## config.mk

```make
export PLATFORM = sky130hd
export DESIGN_NAME = gpio_irq_port
export DESIGN_NICKNAME = d
export VERILOG_FILES = /design/src/rtl/gpio_port_pkg.sv /design/src/rtl/gpio_port_ctrl.sv /design/src/rtl/gpio_trig_detect.sv /design/src/rtl/gpio_port_regs.sv /design/src/rtl/gpio_irq_port.sv
export SDC_FILE = /design/constraint.sdc
export NUM_CORES = 1
export LEC_CHECK = 0
export BUFFER_PORTS_ARGS = -buffer_cell sky130_fd_sc_hd__buf_2
export CORE_MARGIN = 4
export CORE_UTILIZATION = 35
export DETAILED_ROUTE_END_ITERATION = 8
export PLACE_DENSITY = 0.62
export SLEW_MARGIN = 15
export SYNTH_ARGS = -nofsm -noshare
export SYNTH_HDL_FRONTEND = slang
export SYNTH_SLANG_ARGS = --single-unit
```

## constraint.sdc

```tcl
create_clock -name clk -period 4.7 [get_ports clk]
set_input_delay 0.705 -clock clk [delete_from_list [all_inputs] [get_ports clk]]
set_output_delay 0.705 -clock clk [all_outputs]
set_load 0.01 [all_outputs]
```

## src/rtl/gpio_port_pkg.sv

```systemverilog
package gpio_port_pkg;

  // Register index, equal to byte offset / 4; the order fixes the address map.
  typedef enum logic [2:0] {
    SEL_DATA  = 3'd0,
    SEL_DIR   = 3'd1,
    SEL_PAD   = 3'd2,
    SEL_CFGLO = 3'd3,
    SEL_CFGHI = 3'd4,
    SEL_MASK  = 3'd5,
    SEL_STAT  = 3'd6,
    SEL_EDGE  = 3'd7
  } regSel_e;

  // Strobes from the decoder to the datapath.
  typedef struct packed {
    logic    wrData;
    logic    wrDir;
    logic    wrCfgLo;
    logic    wrCfgHi;
    logic    wrMask;
    logic    wrStat;
    logic    wrEdge;
    logic    rdHit;
    regSel_e rdSel;
  } regStrobe_t;

  // Trigger codes.
  localparam logic [1:0] TRIG_LOW  = 2'd0;
  localparam logic [1:0] TRIG_HIGH = 2'd1;
  localparam logic [1:0] TRIG_RISE = 2'd2;
  localparam logic [1:0] TRIG_FALL = 2'd3;

endpackage

```

## src/rtl/gpio_port_ctrl.sv

```systemverilog
module gpio_port_ctrl
  import gpio_port_pkg::*;
#(
  parameter int ADDR_W = 5
) (
  input  logic              clk,
  input  logic              rstN,
  input  logic [ADDR_W-1:0] busAddr,
  input  logic              busWe,
  output regStrobe_t        strobe
);

  localparam int WORD_LSB = 2;
  localparam int SEL_W    = 3;
  localparam int TOP_LSB  = WORD_LSB + SEL_W;

  logic    aligned;
  logic    upperZero;
  logic    hit;
  regSel_e sel;

  assign aligned = (busAddr[WORD_LSB-1:0] == '0);

  generate
    if (ADDR_W > TOP_LSB) begin : g_upper
      assign upperZero = (busAddr[ADDR_W-1:TOP_LSB] == '0);
    end else begin : g_noUpper
      assign upperZero = 1'b1;
    end
  endgenerate

  assign hit = aligned && upperZero;
  assign sel = regSel_e'(busAddr[WORD_LSB +: SEL_W]);

  always_comb begin
    strobe         = '0;
    strobe.rdHit   = hit;
    strobe.rdSel   = sel;
    if (busWe && hit) begin
      unique case (sel)
        SEL_DATA:  strobe.wrData  = 1'b1;
        SEL_DIR:   strobe.wrDir   = 1'b1;
        SEL_CFGLO: strobe.wrCfgLo = 1'b1;
        SEL_CFGHI: strobe.wrCfgHi = 1'b1;
        SEL_MASK:  strobe.wrMask  = 1'b1;
        SEL_STAT:  strobe.wrStat  = 1'b1;
        SEL_EDGE:  strobe.wrEdge  = 1'b1;
        default:   ;  // pad level word is read-only
      endcase
    end
  end

  // one access reaches at most one register.
  assert_one_write_R1: assert property (@(posedge clk) disable iff (!rstN)
    $onehot0({strobe.wrData, strobe.wrDir, strobe.wrCfgLo, strobe.wrCfgHi,
              strobe.wrMask, strobe.wrStat, strobe.wrEdge}));

endmodule

```

## src/rtl/gpio_trig_detect.sv

```systemverilog
module gpio_trig_detect
  import gpio_port_pkg::*;
#(
  parameter int NUM_PINS = 32
) (
  input  logic [NUM_PINS-1:0] curLvl,
  input  logic [NUM_PINS-1:0] prevLvl,
  input  logic [NUM_PINS-1:0] cfgLo,
  input  logic [NUM_PINS-1:0] cfgHi,
  input  logic [NUM_PINS-1:0] bothEdge,
  output logic [NUM_PINS-1:0] setVec
);

  localparam int HALF = NUM_PINS / 2;

  for (genvar p = 0; p < NUM_PINS; p++) begin : g_pin
    localparam int FLD = 2 * (p % HALF);
    logic [1:0] code;
    logic       rise;
    logic       fall;
    logic       codeHit;

    if (p < HALF) begin : g_lo
      assign code = cfgLo[FLD +: 2];
    end else begin : g_hi
      assign code = cfgHi[FLD +: 2];
    end

    assign rise = curLvl[p] & ~prevLvl[p];
    assign fall = ~curLvl[p] & prevLvl[p];

    always_comb begin
      unique case (code)
        TRIG_LOW:  codeHit = ~curLvl[p];
        TRIG_HIGH: codeHit = curLvl[p];
        TRIG_RISE: codeHit = rise;
        default:   codeHit = fall;
      endcase
    end

    // both-edge select overrides the code.
    assign setVec[p] = bothEdge[p] ? (rise | fall) : codeHit;
  end

endmodule

```

## src/rtl/gpio_port_regs.sv

```systemverilog
module gpio_port_regs
  import gpio_port_pkg::*;
#(
  parameter int NUM_PINS = 32
) (
  input  logic                clk,
  input  logic                rstN,
  input  regStrobe_t          strobe,
  input  logic [NUM_PINS-1:0] busWdata,
  output logic [NUM_PINS-1:0] busRdata,
  input  logic [NUM_PINS-1:0] padIn,
  output logic [NUM_PINS-1:0] padOut,
  output logic [NUM_PINS-1:0] padOe,
  output logic                irqLow,
  output logic                irqHigh
);

  localparam int HALF = NUM_PINS / 2;

  logic [NUM_PINS-1:0] dataQ, dirQ, cfgLoQ, cfgHiQ, maskQ, edgeQ, statusQ;
  logic [NUM_PINS-1:0] sync1Q, syncQ, prevQ;
  logic [NUM_PINS-1:0] setVec, clrVec, reqVec;

  // Configuration registers.
  always_ff @(posedge clk) begin
    if (!rstN) begin
      dataQ  <= '0;
      dirQ   <= '0;
      cfgLoQ <= '0;
      cfgHiQ <= '0;
      maskQ  <= '0;
      edgeQ  <= '0;
    end else begin
      if (strobe.wrData)  dataQ  <= busWdata;
      if (strobe.wrDir)   dirQ   <= busWdata;
      if (strobe.wrCfgLo) cfgLoQ <= busWdata;
      if (strobe.wrCfgHi) cfgHiQ <= busWdata;
      if (strobe.wrMask)  maskQ  <= busWdata;
      if (strobe.wrEdge)  edgeQ  <= busWdata;
    end
  end

  // Two-flop synchronizer plus a history stage for edge detection.
  always_ff @(posedge clk) begin
    if (!rstN) begin
      sync1Q <= '0;
      syncQ  <= '0;
      prevQ  <= '0;
    end else begin
      sync1Q <= padIn;
      syncQ  <= sync1Q;
      prevQ  <= syncQ;
    end
  end

  gpio_trig_detect #(.NUM_PINS(NUM_PINS)) u_detect (
    .curLvl   (syncQ),
    .prevLvl  (prevQ),
    .cfgLo    (cfgLoQ),
    .cfgHi    (cfgHiQ),
    .bothEdge (edgeQ),
    .setVec   (setVec)
  );

  // Status: write-one-to-clear, a same-cycle set wins.
  assign clrVec = strobe.wrStat ? busWdata : '0;

  always_ff @(posedge clk) begin
    if (!rstN) statusQ <= '0;
    else       statusQ <= (statusQ & ~clrVec) | setVec;
  end

  assign reqVec  = statusQ & maskQ;
  assign irqLow  = |reqVec[HALF-1:0];
  assign irqHigh = |reqVec[NUM_PINS-1:HALF];

  assign padOut = dataQ;
  assign padOe  = dirQ;

  always_comb begin
    busRdata = '0;
    if (strobe.rdHit) begin
      unique case (strobe.rdSel)
        SEL_DATA:  busRdata = dataQ;
        SEL_DIR:   busRdata = dirQ;
        SEL_PAD:   busRdata = syncQ;
        SEL_CFGLO: busRdata = cfgLoQ;
        SEL_CFGHI: busRdata = cfgHiQ;
        SEL_MASK:  busRdata = maskQ;
        SEL_STAT:  busRdata = statusQ;
        default:   busRdata = edgeQ;
      endcase
    end
  end

  // a bit cleared without a concurrent set reads zero next cycle.
  assert_w1c_clears_R7: assert property (@(posedge clk) disable iff (!rstN)
    1'b1 |=> ((statusQ & $past(clrVec & ~setVec)) == '0));

  // no status bit drops unless it was written with a one.
  assert_status_holds_R7: assert property (@(posedge clk) disable iff (!rstN)
    1'b1 |=> (($past(statusQ & ~clrVec) & ~statusQ) == '0));

  // every detected event is latched, even against a clear.
  assert_set_wins_R8: assert property (@(posedge clk) disable iff (!rstN)
    1'b1 |=> ((statusQ & $past(setVec)) == $past(setVec)));

  // an all-zero mask keeps both lines low.
  assert_masked_quiet_R9: assert property (@(posedge clk) disable iff (!rstN)
    (maskQ == '0) |-> (!irqLow && !irqHigh));

endmodule

```

## src/rtl/gpio_irq_port.sv

```systemverilog
module gpio_irq_port
  import gpio_port_pkg::*;
#(
  parameter int ADDR_W   = 5,
  parameter int NUM_PINS = 32
) (
  input  logic                clk,
  input  logic                rstN,
  input  logic [ADDR_W-1:0]   busAddr,
  input  logic                busWe,
  input  logic [NUM_PINS-1:0] busWdata,
  output logic [NUM_PINS-1:0] busRdata,
  input  logic [NUM_PINS-1:0] padIn,
  output logic [NUM_PINS-1:0] padOut,
  output logic [NUM_PINS-1:0] padOe,
  output logic                irqLow,
  output logic                irqHigh
);

  regStrobe_t strobe;

  gpio_port_ctrl #(.ADDR_W(ADDR_W)) u_ctrl (
    .clk     (clk),
    .rstN    (rstN),
    .busAddr (busAddr),
    .busWe   (busWe),
    .strobe  (strobe)
  );

  gpio_port_regs #(.NUM_PINS(NUM_PINS)) u_regs (
    .clk      (clk),
    .rstN     (rstN),
    .strobe   (strobe),
    .busWdata (busWdata),
    .busRdata (busRdata),
    .padIn    (padIn),
    .padOut   (padOut),
    .padOe    (padOe),
    .irqLow   (irqLow),
    .irqHigh  (irqHigh)
  );

endmodule

```

==> summary.md <==
| Metric | Value |
|---|---|
| Starting Density | `35.5%` |
| Final instance area | `0.0169 mm²` |
| Area inside the core boundary | `0.0408 mm²` |
| Top area cells in the synthesized netlist | `sky130_fd_sc_hd__dfxtp_1 44%, sky130_fd_sc_hd__nand2_1 5.7%, sky130_fd_sc_hd__o21ai_0 5.6%` |
| Buffer count from post-CTS setup fixing | `0` |
| Pins over their slew limit | `0` |
| Slew at the pin with the worst max-slew slack | `1060 ps` |
| Via count normalized by instance count | `5.64` |
| Worst Path Max Fanout | `18` |
| Post-synthesis share of cell area spent on full adders, half adders and majority gates | `5.53%` |
| Gr usage total | `21.9%` |
| Minimum clock period | `3550 ps` |
| Max_cap viols | `0` |
| Number of remaining DRC errors | `0` |
| Hold_buf cts | `0` |
| H-tree depth reported by CTS | `2` |
| Area growth from synthesis to layout | `16.7%` |
| Family with the most delay on the worst path | `compound AO/OA/AOI/OAI gates` |
| Average cell area after synthesis | `8.53 µm²` |
| Max transition margin | `29.3%` |
| Number of flops mapped to enable cells by yosys | `0` |
| Area share of xor/xnor cells in the synthesized design | `0.121%` |
| Synthesis warning total | `0` |
| RSZ-0062 raised after global routing | `false` |
| Combinational family with the most area after synthesis | `compound AO/OA/AOI/OAI gates` |
| Number of failing setup endpoints in the final timing report | `0` |
| Drt first-iter violations | `1,317` |
| Largest area contributor in the synthesized netlist | `sky130_fd_sc_hd__dfxtp_1` |
| Router iterations before antenna repair | `5` |
| Largest net degree at the start of global routing | `95` |
| Die area | `0.0447 mm²` |
| Static leakage | `6.41 nW` |
| Number of placed I/O pins | `170` |
| Fin. Hold Viols | `0` |
| Detailed placement HPWL | `35,000 µm` |
| Clock buffers created by TritonCTS | `37` |
| Via count | `13,326` |
| Critical Path Start Type | `input port` |
| Clock tree from TritonCTS | `built` |
| Count of input and output buffers | `169` |
| Number of flip-flops and latches in the synthesized netlist | `320` |
| Data required time at the worst endpoint | `3990 ps` |
| Global-route wire length before repair | `76,000 µm` |
| Total congestion overflow after global routing | `0` |
| Clock Latency Late Sink | `540 ps` |
| Area of the multi-input gates | `0.00729 mm²` |
| Post-synthesis simple-gate area fraction | `17.8%` |
| Post-DRT Antenna Nets | `0` |
| Antenna cells | `0` |
| Synthesized netlist cell count | `1,697` |
| Max stage delay on crit path | `630 ps` |
| Summed instance area of the synthesized netlist | `0.0145 mm²` |
| Ratio of final minimum period to clock period | `75.6%` |
| Top-count cell post-synth | `sky130_fd_sc_hd__dfxtp_1` |
| Most used flip-flop cell after synthesis | `sky130_fd_sc_hd__dfxtp_1` |
| Portion of synthesized cell area occupied by the leading cell type | `44.2%` |
| Cell seen most often among critical-path stages | `sky130_fd_sc_hd__buf_4` |
| Synth cell types | `45` |
| Maximum number of buffers from clock root to sink | `3` |
| Type of the worst min-delay path | `in2reg` |
| Critical path, cell by cell | `buf_4 > nor2b_2 > buf_4 > a22oi_1 > o22ai_1 > o221a_2 > buf_2` |
| Fraction of the yosys area taken by sequential cells | `44.2%` |
| Peak supply drop | `0.238 mV` |
| Post-place instance area | `0.0157 mm²` |
| Core Rows | `74` |
| Die Wd | `211 µm` |
| Post-synthesis net count | `1,833` |
| Async SR Flop Fraction | `0%` |
| Die Ht | `211 µm` |
| Register Area | `0.00641 mm²` |
| Skew final | `26.4 ps` |
| Share of cells above drive strength 1 | `16.8%` |
| Worst-path clk slew | `60 ps` |
| Initial antenna violation count | `1` |
| Post-synthesis compound-gate area fraction | `22.8%` |
| Critical path endpoint category | `output pin` |
| Number of fill cells in the layout | `4,078` |
| Overall Power | `6.14 mW` |
| Number of buffers and inverters on the critical path | `3` |
| Total wire length | `51,300 µm` |
| Nets | `1,941` |
| Root cell of the clock tree | `sky130_fd_sc_hd__clkbuf_16` |
| Status | `complete, no violations` |
| TritonCTS Sinks | `320` |
| Cell at the slowest stage of the critical path | `sky130_fd_sc_hd__nor2b_2` |
| Total power density per cell area | `363 mW/mm²` |
| Routed WL per cell | `21.7 µm` |
| Worst setup path category | `in2out` |
| Post-cts repair resize count | `0` |
| Maximum operating frequency | `0.281 GHz` |
| Setup TNS | `0 ps` |
| Final weighted congestion in routability-driven placement | `0.881` |
| Mux share of post-synthesis cell area | `3.96%` |
| Most common library cells after synthesis | `320 x sky130_fd_sc_hd__dfxtp_1, 221 x sky130_fd_sc_hd__nand2_1, 162 x sky130_fd_sc_hd__o21ai_0` |
| Worst Path Arrival | `2850 ps` |
| Vias in the first global route | `12,444` |
where the power goes:
group	total, mW	switching (mW)	leakage, nW	internal, mW
logic	0.438	0.282	3.21	0.156
registers	2.85	0.0660	2.61	2.78
clock network	2.86	1.16	0.586	1.69
routing by layer:
layer	track usage, %	vias to the layer above	wire, µm
met3	5.47	95	4870
li1	-	6218	-
met2	34.2	639	22900
met5	0	-	18
met4	7.26	2	1570
met1	29.7	6372	21900
registers in the layout (all words and copies together) (netlist names):
name,count
u_regs.sync1Q,32
u_regs.edgeQ,32
u_regs.maskQ,32
u_regs.statusQ,32
u_regs.padOe,32
u_regs.cfgLoQ,32
u_regs.cfgHiQ,32
u_regs.prevQ,32
u_regs.padOut,32
u_regs.syncQ,32
cell families (layout without fill, tap and decap cells):
kind of cell / after synthesis / in the layout
AOI/OAI and AO/OA: 521 / 521
muxes: 56 / 56
DFF: 320 / 320
and+or+nand+nor: 542 / 542
adders and majority gates: 64 / 64
buffers and inverters: 192 / 324
xor gates and xnor gates: 2 / 2
stage by stage:
stage          instances  hold WS (ps)  setup WS [ps]  util, %
4_1_cts             2361           348           1230     41.4
5_1_grt             2361           368           1090     41.4
6_report            2361           371           1150     41.4
3_3_place_gp        2298           418           1270     38.5
2_1_floorplan       1697           412           2120        -
3_5_place_dp        2298           418           1240     38.5
layout by cell type, fill, tap and decap left out, types with 21 or more instances in the layout:
cell / synthesis / layout
sky130_fd_sc_hd__a211oi_1: 36 / 36
sky130_fd_sc_hd__a21oi_1: 110 / 110
sky130_fd_sc_hd__a22oi_1: 30 / 30
sky130_fd_sc_hd__and2_1: 69 / 68
sky130_fd_sc_hd__buf_2: 24 / 167
sky130_fd_sc_hd__buf_4: 1 / 24
sky130_fd_sc_hd__clkbuf_16: 0 / 37
sky130_fd_sc_hd__dfxtp_1: 320 / 320
sky130_fd_sc_hd__ha_1: 64 / 64
sky130_fd_sc_hd__inv_1: 65 / 64
sky130_fd_sc_hd__mux2i_1: 55 / 55
sky130_fd_sc_hd__nand2_1: 221 / 219
sky130_fd_sc_hd__nand2b_1: 21 / 21
sky130_fd_sc_hd__nand3_1: 131 / 131
sky130_fd_sc_hd__nor2_1: 52 / 51
sky130_fd_sc_hd__nor2b_1: 24 / 22
sky130_fd_sc_hd__o21ai_0: 162 / 162
sky130_fd_sc_hd__o21ai_1: 32 / 32
sky130_fd_sc_hd__o221a_2: 31 / 31
sky130_fd_sc_hd__o22ai_1: 31 / 31
final cells by class:
class / instances / area share (%)
tap: 532 / 3.94
sequential: 320 / 37.9
timing repair buffer: 196 / 6.56
inverter: 65 / 1.45
clock buffer: 48 / 6.02
multi-input combinational: 1185 / 43.1
clock inverter: 15 / 0.992
worst paths after layout:
| check | start | end | slack (ps) | depth (start not counted) |
|---|---|---|---|---|
| setup / recovery | busAddr[2] | busRdata[19] | 1150 | 7 |
| hold / removal | padIn[18] | u_regs.sync1Q[18]$_SDFF_PN0_ | 370 | 2 |
| setup reg to reg | u_regs.syncQ[9]$_SDFF_PN0_ | u_regs.statusQ[9]$_SDFF_PN0_ | 3140 | 6 |
| hold reg to reg | u_regs.sync1Q[21]$_SDFF_PN0_ | u_regs.syncQ[21]$_SDFF_PN0_ | 430 | 1 |
Note: power is estimated with default switching activity, not from simulation.
